<file path="src/rtl/pexp_pkg.sv">
package pexp_pkg;

  // Host strobes after conversion to active-high form.
  typedef struct packed {
    logic ale;
    logic cs;
    logic rd;
    logic wr;
  } bus_strobe_t;

endpackage

</file>
<file path="src/rtl/pexp_rst_sync.sv">
module pexp_rst_sync (
  input  logic clk,
  input  logic rst_n,
  output logic rst_sync_n
);

  logic [1:0] stage_q;

  always_ff @(posedge clk or negedge rst_n) begin
    if (!rst_n) begin
      stage_q <= 2'b00;
    end else begin
      stage_q <= {stage_q[0], 1'b1};
    end
  end

  assign rst_sync_n = stage_q[1];

endmodule

</file>
<file path="src/rtl/pexp_bus_ctrl.sv">
module pexp_bus_ctrl
  import pexp_pkg::*;
#(
  parameter int unsigned ADDR_W = 3
) (
  input  logic              clk,
  input  logic              rst_n,
  input  bus_strobe_t       strb,
  input  logic [ADDR_W-1:0] addr_in,
  output logic [ADDR_W-1:0] addr_q,
  output logic              wr_pulse,
  output logic              rd_req
);

  logic [ADDR_W-1:0] addr_d;
  logic              addr_en;
  logic              wr_act;
  logic              wr_act_q;

  // next-state
  always_comb begin
    addr_en  = strb.ale;
    addr_d   = addr_in;
    wr_act   = strb.cs & strb.wr & ~strb.ale;
    rd_req   = strb.cs & strb.rd & ~strb.ale;
    wr_pulse = wr_act & ~wr_act_q;
  end

  // registers
  always_ff @(posedge clk or negedge rst_n) begin
    if (!rst_n) begin
      addr_q   <= '0;
      wr_act_q <= 1'b0;
    end else begin
      if (addr_en) begin
        addr_q <= addr_d;
      end
      wr_act_q <= wr_act;
    end
  end

  a_r2_addr_hold : assert property (@(posedge clk) disable iff (!rst_n)
    !strb.ale |=> $stable(addr_q));

  a_r4_no_write_idle : assert property (@(posedge clk) disable iff (!rst_n)
    (!strb.cs || strb.ale) |-> !wr_pulse);

  a_r9_single_write : assert property (@(posedge clk) disable iff (!rst_n)
    wr_pulse |=> !wr_pulse);

endmodule

</file>
<file path="src/rtl/pexp_port.sv">
module pexp_port #(
  parameter int unsigned W = 8
) (
  input  logic         clk,
  input  logic         rst_n,
  input  logic         we_data,
  input  logic         we_dir,
  input  logic [W-1:0] wdata,
  output logic [W-1:0] data_q,
  output logic [W-1:0] dir_q
);

  logic [W-1:0] data_d;
  logic [W-1:0] dir_d;

  // next-state
  always_comb begin
    data_d = wdata;
    dir_d  = wdata;
  end

  // registers
  always_ff @(posedge clk or negedge rst_n) begin
    if (!rst_n) begin
      data_q <= '0;
      dir_q  <= '0;
    end else begin
      if (we_data) begin
        data_q <= data_d;
      end
      if (we_dir) begin
        dir_q <= dir_d;
      end
    end
  end

  a_r3_data_hold : assert property (@(posedge clk) disable iff (!rst_n)
    !we_data |=> $stable(data_q));

  a_r3_dir_load : assert property (@(posedge clk) disable iff (!rst_n)
    we_dir |=> (dir_q == $past(wdata)));

endmodule

</file>
<file path="src/rtl/pexp_rd_mux.sv">
module pexp_rd_mux #(
  parameter int unsigned N_PORTS  = 3,
  parameter int unsigned W        = 8,
  parameter int unsigned ADDR_W   = 3,
  parameter int unsigned DIR_BASE = 4
) (
  input  logic [ADDR_W-1:0]    addr,
  input  logic [N_PORTS*W-1:0] pins,
  input  logic [N_PORTS*W-1:0] dirs,
  output logic [W-1:0]         rdata
);

  always_comb begin
    rdata = '0;
    for (int p = 0; p < N_PORTS; p++) begin
      if (addr == ADDR_W'(p)) begin
        rdata = pins[p*W +: W];
      end
      if (addr == ADDR_W'(DIR_BASE + p)) begin
        rdata = dirs[p*W +: W];
      end
    end
  end

endmodule

</file>
<file path="src/rtl/pexp_top.sv">
module pexp_top
  import pexp_pkg::*;
#(
  parameter int unsigned N_PORTS  = 3,
  parameter int unsigned PORT_W   = 8,
  parameter int unsigned ADDR_W   = 3,
  parameter int unsigned DIR_BASE = 4
) (
  input  logic                      clk,
  input  logic                      rst_n,
  input  logic                      ale,
  input  logic                      cs_n,
  input  logic                      rd_n,
  input  logic                      wr_n,
  input  logic [PORT_W-1:0]         bus_in,
  output logic [PORT_W-1:0]         bus_out,
  output logic                      bus_oe,
  input  logic [N_PORTS*PORT_W-1:0] pin_in,
  output logic [N_PORTS*PORT_W-1:0] pin_out,
  output logic [N_PORTS*PORT_W-1:0] pin_oe
);

  localparam int unsigned PINS = N_PORTS * PORT_W;

  logic              rst_sync_n;
  bus_strobe_t       strb;
  logic [ADDR_W-1:0] addr_q;
  logic              wr_pulse;
  logic              rd_req;
  logic [N_PORTS-1:0] hit_data;
  logic [N_PORTS-1:0] hit_dir;
  logic              unmapped;
  logic [PINS-1:0]   dir_all;
  logic [PINS-1:0]   data_all;
  logic [PORT_W-1:0] rdata;
  logic [PORT_W-1:0] bus_out_q;
  logic              bus_oe_q;

  pexp_rst_sync i_rst_sync (
    .clk       (clk),
    .rst_n     (rst_n),
    .rst_sync_n(rst_sync_n)
  );

  always_comb begin
    strb.ale = ale;
    strb.cs  = ~cs_n;
    strb.rd  = ~rd_n;
    strb.wr  = ~wr_n;
  end

  pexp_bus_ctrl #(.ADDR_W(ADDR_W)) i_bus_ctrl (
    .clk     (clk),
    .rst_n   (rst_sync_n),
    .strb    (strb),
    .addr_in (bus_in[ADDR_W-1:0]),
    .addr_q  (addr_q),
    .wr_pulse(wr_pulse),
    .rd_req  (rd_req)
  );

  for (genvar p = 0; p < N_PORTS; p++) begin : g_port
    assign hit_data[p] = (addr_q == ADDR_W'(p));
    assign hit_dir[p]  = (addr_q == ADDR_W'(DIR_BASE + p));

    pexp_port #(.W(PORT_W)) i_port (
      .clk    (clk),
      .rst_n  (rst_sync_n),
      .we_data(wr_pulse & hit_data[p]),
      .we_dir (wr_pulse & hit_dir[p]),
      .wdata  (bus_in),
      .data_q (data_all[p*PORT_W +: PORT_W]),
      .dir_q  (dir_all[p*PORT_W +: PORT_W])
    );
  end

  assign unmapped = ~|(hit_data | hit_dir);

  pexp_rd_mux #(
    .N_PORTS (N_PORTS),
    .W       (PORT_W),
    .ADDR_W  (ADDR_W),
    .DIR_BASE(DIR_BASE)
  ) i_rd_mux (
    .addr (addr_q),
    .pins (pin_in),
    .dirs (dir_all),
    .rdata(rdata)
  );

  // registered host read path
  always_ff @(posedge clk or negedge rst_sync_n) begin
    if (!rst_sync_n) begin
      bus_out_q <= '0;
      bus_oe_q  <= 1'b0;
    end else begin
      bus_out_q <= rdata;
      bus_oe_q  <= rd_req;
    end
  end

  assign bus_out = bus_out_q;
  assign bus_oe  = bus_oe_q;
  assign pin_out = data_all;
  assign pin_oe  = dir_all;

  a_r8_drive_on : assert property (@(posedge clk) disable iff (!rst_sync_n)
    (!cs_n && !rd_n && !ale) |=> bus_oe);

  a_r8_drive_off : assert property (@(posedge clk) disable iff (!rst_sync_n)
    (cs_n || rd_n || ale) |=> !bus_oe);

  a_r7_unmapped_inert : assert property (@(posedge clk) disable iff (!rst_sync_n)
    (wr_pulse && unmapped) |=> ($stable(pin_out) && $stable(pin_oe)));

endmodule

</file>
<file path="config.mk">
export PLATFORM = sky130hd
export DESIGN_NAME = pexp_top
export DESIGN_NICKNAME = d
export VERILOG_FILES = /design/src/rtl/pexp_pkg.sv /design/src/rtl/pexp_rst_sync.sv /design/src/rtl/pexp_bus_ctrl.sv /design/src/rtl/pexp_port.sv /design/src/rtl/pexp_rd_mux.sv /design/src/rtl/pexp_top.sv
export SDC_FILE = /design/constraint.sdc
export NUM_CORES = 1
export LEC_CHECK = 0
export BUFFER_PORTS_ARGS = -buffer_cell sky130_fd_sc_hd__buf_4
export CAP_MARGIN = 20
export CORE_UTILIZATION = 50
export DETAILED_ROUTE_END_ITERATION = 16
export GPL_TIMING_DRIVEN = 0
export PLACE_DENSITY = 0.84
export SLEW_MARGIN = 15
export SYNTH_ARGS = -nofsm -noshare
export SYNTH_HDL_FRONTEND = slang
export SYNTH_SLANG_ARGS = --single-unit
</file>
<file path="constraint.sdc">
create_clock -name clk -period 2.9 [get_ports clk]
set_clock_uncertainty 0.2 [all_clocks]
set_input_delay 0.87 -clock clk [delete_from_list [all_inputs] [get_ports clk]]
set_output_delay 0.87 -clock clk [all_outputs]
set_load 0.02 [all_outputs]
</file>
==> results of run 1 <==
[worst register-to-register path, cell delays in order (launching register included)]
cell and delay (ps):
dfrtp_1 320, clkbuf_1 420, inv_1 190, nor3_2 760, mux2_2 420
[routing by layer]
metal | part of all wire [%] | global-route usage, % | wire length, um
met1 | 45 | 30.9 | 2870
met2 | 47 | 35.1 | 3000
met3 | 7.0 | 7.14 | 448
met4 | 1.8 | 11.5 | 119
met5 | 0 | 0 | 0
[worst paths after layout]
kind / from / end / slack (ps)
worst max register to register: i_bus_ctrl.addr_q[2] / g_port[1].i_port.dir_q[7] / 470
worst min register to register: i_rst_sync.stage_q[0] / i_rst_sync.stage_q[1] / 160
worst min-delay path: rst_n / i_rst_sync.stage_q[1] / 110
max in group asynchronous: i_rst_sync.stage_q[1] / bus_out[3] / 1790
worst max-delay path: wr_n / g_port[1].i_port.dir_q[7] / 190
min in group clk: i_rst_sync.stage_q[0] / i_rst_sync.stage_q[1] / 160
[synthesized netlist by cell type (all sizes together)]
master	n
buf	8
o22a	5
or2	1
conb	1
nor2	1
or3	4
or4	1
o21ai	6
o21a	3
inv	1
nand2	1
mux2	50
dfrtp	63
clkbuf	3
nand2b	2
nor3	4
a221oi	3
mux2i	24
[state kept, by name, indices dropped and copies added (netlist names)]
register and cells:
g_port.i_port.data_q 24, bus_oe 1, g_port.i_port.dir_q 24, i_bus_ctrl.addr_q 3, i_bus_ctrl.wr_act_q 1, i_rst_sync.stage_q 2
bus_out 8
[where the power goes]
group	switching, mW	internal, mW	leakage [nW]
Combinational	0.460	0.531	1.07
Clock	0.326	0.351	0.0959
Sequential	0.158	1.08	0.799
[area by class of cell]
type / instances / area share [%]
Timing Repair Buffer: 94 / 18.7
Sequential cell: 63 / 41.9
Clock buffer: 12 / 4.12
Inverter: 1 / 0.0996
Clock inverter: 4 / 0.531
Multi-Input combinational cell: 106 / 30.2
Buffer: 11 / 2.03
Tap cell: 70 / 2.32
[logic make-up (layout without fill, tap and decap cells)]
group | count (synthesis) | after routing | share of synthesized area [%]
buffers and inverters | 12 | 122 | 2.86
AO/OA/AOI/OAI | 17 | 17 | 4.39
AND/OR/NAND/NOR | 14 | 14 | 3.18
other | 1 | 1 | 0.134
multiplexers | 74 | 74 | 33.0
flip-flops | 63 | 63 | 56.4
[per-stage QoR]
step | area, um2 | worst slack (ps) | hold slack (ps)
after global routing | 3770 | 161 | 88.5
final | 3770 | 194 | 106
after floorplan | 2800 | 304 | 131
after global placement | 3590 | -106 | 140
after detailed placement | 3590 | -155 | 141
after CTS | 3770 | 222 | 85.4
==> flow_summary.ini, run 1 <==
[finish]
fin_cells = 361
seq_area_um2 = 1580
multi_input_area_um2 = 1140
layout_commonest_cell = buf_4
layout-drive-gt1-share_pct = 58.8
layout_common_cells = buf_4 (94), dfrtp_1 (62), mux2_4 (32)
fillers = 375
diodes = 0
finalNetCount = 324
final_core_util_pct = 71.9
syn_to_final_growth_pct = 34.8

[timing]
setup_violations = 0
final.setup.tns_ps = 0
clock.fmax_mhz = 370
min_period_ps = 2710
min_period_over_period_pct = 93.3
slew_headroom_pct = 42.2
slew_violations = 0
hold_viol_final = 0
tightest_slew_ps = 862
rsz0062_at_grt = no

[setup_path]
path_cells = buf_4 -> or4_1 -> buf_2 -> nor3_2 -> mux2_2
critical_path_arrival_ps = 2720
worstRegToRegCells = 4
cpPeakStageDelay_ps = 660
cp.required_ps = 2920
critPathSlowestCell = nor3_2
start_kind = input pin
crit_family = simple AND/OR/NAND/NOR gates
worst-path-buf-inv = 2
endpoint_kind = flop
critPathKind = input pin to flop
cp_max_fo = 8
cp.depth = 5

[clock_tree]
cts_hold_buf = 0
cts.clk_slew.worst_paths_ps = 60
clock_sinks = 63
post_cts_resized = 0
clk_root_buffer_cell = clkbuf_8
clkLatencyLatePin_ps = 340
htreeDepth = 3
postCtsSetupBuffers = 0
cts_buffers = 9
cts_tree = done
clock_path_buffers = 2

[route]
drtAntennaViolNets = 0
drtIter0Drc = 88
via_per_inst = 5.27
wl_per_cell_um = 17.8
drc = 0
firstDrtPassIters = 4
wl_um = 6440
dr_total_vias = 1901

[synth]
yosysTopAreaCell = dfrtp_1
synth_cell_types = 21
ys_seq_area_share_pct = 56.4
syn_area_um2 = 2800
avgSynthCellArea_um2 = 15.4
yosys_warnings = 0
synth_top_area_share_pct = 56.4
syn_nets = 219
synth-seq-cells = 63
yosys-top-cells-area = dfrtp_1 (56%), mux2_4 (17%), mux2i_1 (8.6%), mux2_2 (7.3%), buf_6 (1.6%)
synth_cells = 181

[power]
powerDensity_nw_per_um2 = 772
power_leakage_nw = 1.97
vdd_ir_drop_max_mv = 0.615
p_total_mw = 2.91

[floorplan]
die_x_um = 76.8
ioPinCount = 95
core-area_um2 = 5240
row_count = 26
start_util_pct = 53.4
dieArea_um2 = 5890
dieHeight_um = 76.8

[global_routing]
antenna_found_initial = 0
grt_pass1_vias = 1971
grt_overflow = 0
grt_pass1_wl_um = 10200
grt_max_degree = 62
track_usage_pct = 23.4

[min_path]
hp-class = input pin to async pin

[status]
status = finished clean

[flow_run]
max_cap_violations = 0

[placement]
hpwlAfterDp_um = 4390
gp_congestion = 0.723
dp_cells = 345
portBuffers = 94
Power figures use the tool's default switching activity.
==> run 2: changes to the inputs <==
Settings changed: ABC_AREA set to 1, PLACE_DENSITY 0.84 to 0.83, REMOVE_ABC_BUFFERS set to 1.
==> run 2 against run 1 <==
Effect of this change:
- count of clock-buffer cells in the layout is the same
- first-iteration DRC count grew 69%
- flip-flop and latch count is the same
- combinational power shrank 13%
- critical path type is now flop to flop
- sequential share of layout area grew 0.15 points
- synthesized cell count grew 81%
- via count grew 39%
- die area grew 2.5%
- worst hold slack lost 15 ps
- wire length grew 17%
==> flow_summary.ini, run 2 <==
[status]
status = finished clean

[setup_path]
worstRegToRegCells = 6
critPathCapture = g_port[1].i_port.dir_q[3]
cp.required_ps = 2980
critPathKind = flop to flop
reg2reg_setup_slack_ps = 600
critical_path_arrival_ps = 2380
regToRegStartpoint = i_bus_ctrl.addr_q[2]
startpoint = i_bus_ctrl.addr_q[2]
endpoint_kind = flop
r2r_end = g_port[1].i_port.dir_q[3]
start_kind = flop
cp_max_fo = 13

[timing]
min_period_ps = 2300
clock.fmax_mhz = 435
slew_headroom_pct = 48.5
setup_violations = 0
fin_ws_ps = 602
rsz0062_at_grt = no
hold_viol_final = 0
min_period_over_period_pct = 79.3
final.setup.tns_ps = 0
slew_violations = 0
tightest_slew_ps = 772

[synth]
synth_cell_types = 27
synthArstFlopShare_pct = 100
synth_common_cells = nand2_1 (123), dfrtp_1 (63), o21ai_0 (58)
synth_edf_count = 0
yosys-top-cells-area = dfrtp_1 (55%), nand2_1 (16%), o21ai_0 (10%), nor2_4 (2.4%), nor2_1 (2.1%)
yosysTopAreaCell = dfrtp_1
synth-seq-cells = 63
ys.flop_type = dfrtp_1
avgSynthCellArea_um2 = 8.77
yosys_warnings = 0
yosysMostFrequentCell = nand2_1
synth_cells = 327
synth_top_area_share_pct = 55.0
syn_area_um2 = 2870
ys_seq_area_share_pct = 55.0

[clock_tree]
clock_path_buffers = 2
clkLatencyLatePin_ps = 340
cts_tree = done
cts_hold_buf = 0
htreeDepth = 3
cts.clk_slew.worst_paths_ps = 70
post_cts_resized = 0
postCtsSetupBuffers = 0
cts_buffers = 9
clock_sinks = 63
clk_root_buffer_cell = clkbuf_8

[floorplan]
core-area_um2 = 5510
ioPinCount = 95
dieArea_um2 = 6040
start_util_pct = 52.1
row_count = 27
dieHeight_um = 77.7
die_x_um = 77.7

[finish]
layout_commonest_cell = nand2_1
multi_input_area_um2 = 1140
layout_common_cells = nand2_1 (123), buf_4 (94), dfrtp_1 (62)
layout-drive-gt1-share_pct = 30.4
seq_area_um2 = 1580
finalNetCount = 458
diodes = 0
fillers = 445
syn_to_final_growth_pct = 30.9

[route]
wl_um = 7500
drtIter0Drc = 149
firstDrtPassIters = 4
drtAntennaViolNets = 0
dr_total_vias = 2636
wl_per_cell_um = 15.1
via_per_inst = 5.30
drc = 0

[placement]
portBuffers = 94
hpwlAfterDp_um = 5100
gp_congestion = 0.801
dp_slack_ps = 337

[power]
netSwitchingFraction_pct = 35.7
vdd_ir_drop_max_mv = 0.418
switchingPower_mw = 0.986
power_leakage_nw = 2.02
powerDensity_nw_per_um2 = 734
comb_power_share_pct = 31.2
seq_power_share_pct = 44.0
p_clk_share_pct = 24.8
internal_power_mw = 1.77
p_total_mw = 2.76

[global_routing]
grt_pass1_vias = 2429
grt_max_degree = 62
track_usage_pct = 26.5
grt_pass1_wl_um = 11900
grt_overflow = 0
antenna_found_initial = 0

[flow_run]
max_cap_violations = 0

[min_path]
hp-class = input pin to async pin
==> run 2: cell count changes after synthesis, moves of 15 or more <==
cell and delta:
nand2_1 +122, nor2_1 +15, o21ai_0 +52, mux2_2 -18, mux2_4 -32, mux2i_1 -24
==> run 2: metrics by stage <==
step                instances  area [um2]  hold WS [ps]  utilization, %
floorplan                 315        2780           131               -
global placement          481        3570           137            64.9
detailed placement        481        3580           143            65.0
CTS                       497        3750          81.9            68.2
global route              497        3750          76.5            68.2
finish                    497        3750          90.8            68.2
==> run 2: cells by family after synthesis <==
logic type	Yosys count	share of synthesized area, %
DFF	63	55.0
buffers and inverters	27	5.19
and+or+nand+nor	169	27.6
AOI/OAI and AO/OA	67	12.0
other	1	0.131
==> run 2: how the worst min path moves through the flow <==
| stage | from | end | slack, ps |
|---|---|---|---|
| 3_5_place_dp | i_rst_sync.stage_q[0] | i_rst_sync.stage_q[1] | 140 |
| 6_report | rst_n | i_rst_sync.stage_q[1] | 90 |
| 3_3_place_gp | i_rst_sync.stage_q[0] | i_rst_sync.stage_q[1] | 140 |
| 4_1_cts | rst_n | i_rst_sync.stage_q[1] | 80 |
| 5_1_grt | rst_n | i_rst_sync.stage_q[1] | 80 |
| 2_1_floorplan | i_rst_sync.stage_q[0] | i_rst_sync.stage_q[1] | 130 |
==> run 2: final cells by class <==
class,count,area share [%]
sequential,63,42.1
multi-input combinational,237,30.4
timing repair buffer,94,18.8
clock buffer,12,4.13
tap,72,2.40
inverter,15,1.63
clock inverter,4,0.533
==> run 2: power by group through the flow <==
stage          logic, mW  clock network, mW  registers, mW
2_1_floorplan      0.215                  0           1.43
3_3_place_gp       0.838                  0           1.23
3_5_place_dp       0.862                  0           1.23
5_1_grt            0.925              0.745           1.24
6_report           0.859              0.684           1.21
4_1_cts            0.863              0.690           1.21
==> run 2: metal layers <==
metal	vias up	track usage, %	wire [um]
li1	1247	-	-
met1	1252	35.3	3150
met2	123	40.1	3510
met3	14	7.76	676
met4	0	12.1	165
met5	-	0	0
==> run 2: worst max-delay path, stage by stage (launching register included) <==
cell and delay (ps):
dfrtp_1 630, inv_1 390, nor3_4 330, inv_1 250, nor2_4 260, nand2_1 90
nand2_1 80
==> run 3: changes to the inputs <==
Settings changed: ABC_AREA 1 to 0, CORE_UTILIZATION 50 to 45, PLACE_DENSITY 0.83 to 0.8.
Clock period 2.9 ns to 2.05 ns, I/O delays scaled along.
==> run 3 against run 2 <==
Effect of this change:
- the flow now finishes with violations (negative setup slack)
- count of clock-buffer cells in the layout is 1 lower
- sequential power grew 46%
- power rose by 59%
- final cell count shrank 27%
- final area is 4.2% higher
- flip-flop and latch count unchanged
- non-clock buffer count grew 7
- global-route usage down 5.5 points
- sequential share of layout area shrank 1.6 points
- via count shrank 28%
- core utilization shrank 2.5 points
- setup slack worse by 640 ps
- critical path type is now input pin to flop
==> flow_summary.ini, run 3 (synthesis results as in run 1) <==
[min_path]
hp-class = flop to flop

[route]
firstDrtPassIters = 4
drtAntennaViolNets = 0
drtIter0Drc = 97
wl_um = 6490
dr_total_vias = 1906
via_per_inst = 5.27
wl_per_cell_um = 17.9
drc = 0

[power]
vdd_ir_drop_max_mv = 0.577
powerDensity_nw_per_um2 = 1120
power_leakage_nw = 2.02
p_total_mw = 4.37

[timing]
tightest_slew_ps = 772
min_period_over_period_pct = 102
rsz0062_at_grt = yes
slew_violations = 0
setup_violations = 32
final.setup.tns_ps = -639
min_period_ps = 2090
clock.fmax_mhz = 479
slew_headroom_pct = 48.6
fin_ws_ps = -36.3
hold_viol_final = 0

[placement]
dp_cells = 339
gp_congestion = 0.762
portBuffers = 94
hpwlAfterDp_um = 4280
postPlaceCellArea_um2 = 3520

[setup_path]
cpPeakStageDelay_ps = 590
critPathKind = input pin to flop
worst-path-buf-inv = 1
start_kind = input pin
cp_max_fo = 8
crit_family = simple AND/OR/NAND/NOR gates
critPathSlowestCell = or4_4
path_cells = buf_6 -> or4_4 -> or3_4 -> mux2_4
critical_path_arrival_ps = 2100
endpoint_kind = flop
cp.required_ps = 2060

[global_routing]
grt_max_degree = 62
grt_pass1_vias = 1941
grt_pass1_wl_um = 10000
track_usage_pct = 21.0
antenna_found_initial = 0
grt_overflow = 0

[floorplan]
ioPinCount = 95
dieHeight_um = 80.8
core-area_um2 = 5960
die_x_um = 80.8
start_util_pct = 46.9
dieArea_um2 = 6530
row_count = 28

[clock_tree]
cts_buffers = 9
htreeDepth = 3
clk_root_buffer_cell = clkbuf_8
clock_sinks = 63
cts.clk_slew.worst_paths_ps = 70
clock_path_buffers = 2
cts_tree = done
clkLatencyLatePin_ps = 330

[finish]
fin_cells = 362
seq_area_um2 = 1590
layout_common_cells = buf_4 (94), dfrtp_1 (60), mux2_4 (39)
final_core_util_pct = 65.7
design_area_um2 = 3910
diodes = 0
syn_to_final_growth_pct = 39.9
layout-drive-gt1-share_pct = 62.0
layout_commonest_cell = buf_4
multi_input_area_um2 = 1210
finalNetCount = 320
fillers = 477

[status]
violations = negative setup slack
status = finished with violations

[flow_run]
max_cap_violations = 0
run 3: cell count changes in the layout (fill, tap and decap cells not counted), moves of 5 or more:
cell     delta
nor2_4      -6
mux2_2     +11
mux2_4     +39
inv_1      -11
nor2_1     -15
o22a_1      +5
o21ai_0    -52
mux2i_1    +24
nand3_1     -8
nand2_1   -122
run 3: final timing paths:
path | end | cells after the start | slack, ps | startpoint
setup reg to reg | g_port[0].i_port.dir_q[3] | 3 | 70 | i_bus_ctrl.wr_act_q
hold / removal | i_rst_sync.stage_q[1] | 0 | 160 | i_rst_sync.stage_q[0]
setup / recovery | g_port[0].i_port.dir_q[3] | 4 | -40 | wr_n
max in group asynchronous | i_bus_ctrl.addr_q[2] | 0 | 840 | i_rst_sync.stage_q[1]
hold reg to reg | i_rst_sync.stage_q[1] | 0 | 160 | i_rst_sync.stage_q[0]
min in group asynchronous | g_port[1].i_port.data_q[5] | 0 | 200 | i_rst_sync.stage_q[1]
run 3: cell type report:
class / instances / share of cell area, %
Tap cell: 75 / 2.40
Multi-Input combinational cell: 106 / 30.9
Clock inverter: 5 / 2.08
Sequential cell: 63 / 40.5
Inverter: 1 / 0.0960
Clock buffer: 11 / 3.62
Timing Repair Buffer: 101 / 20.4
run 3: repair_timing:
action / in CTS / in global routing
setup endpoints to repair: 48 / 45
resized for setup: 16 / 7
endpoints found under the hold margin: 2 / 0
hold buffers: 1 / 0
gates cloned: 0 / 0
buffers inserted: 5 / 1
pin swaps: 2 / 0
run 3: metrics by stage:
| stage | worst slack [ps] | hold WS (ps) |
|---|---|---|
| after floorplan | -475 | 119 |
| after global placement | -921 | 135 |
| after detailed placement | -729 | 144 |
| after CTS | -28.8 | 161 |
| after global routing | -45.4 | 169 |
| final | -36.3 | 158 |
run 3: layer usage:
metal	track usage, %	vias up	part of all wire, %
li1	-	859	-
met2	32.6	72	48
met5	0	-	0
met1	28.7	960	45
met4	8.93	0	2.3
met3	4.38	15	4.9
run 3: power breakdown:
| part | internal (mW) | switching (mW) |
|---|---|---|
| combinational | 0.776 | 0.638 |
| sequential | 1.53 | 0.236 |
| clock | 0.718 | 0.473 |
| total | 3.03 | 1.35 |
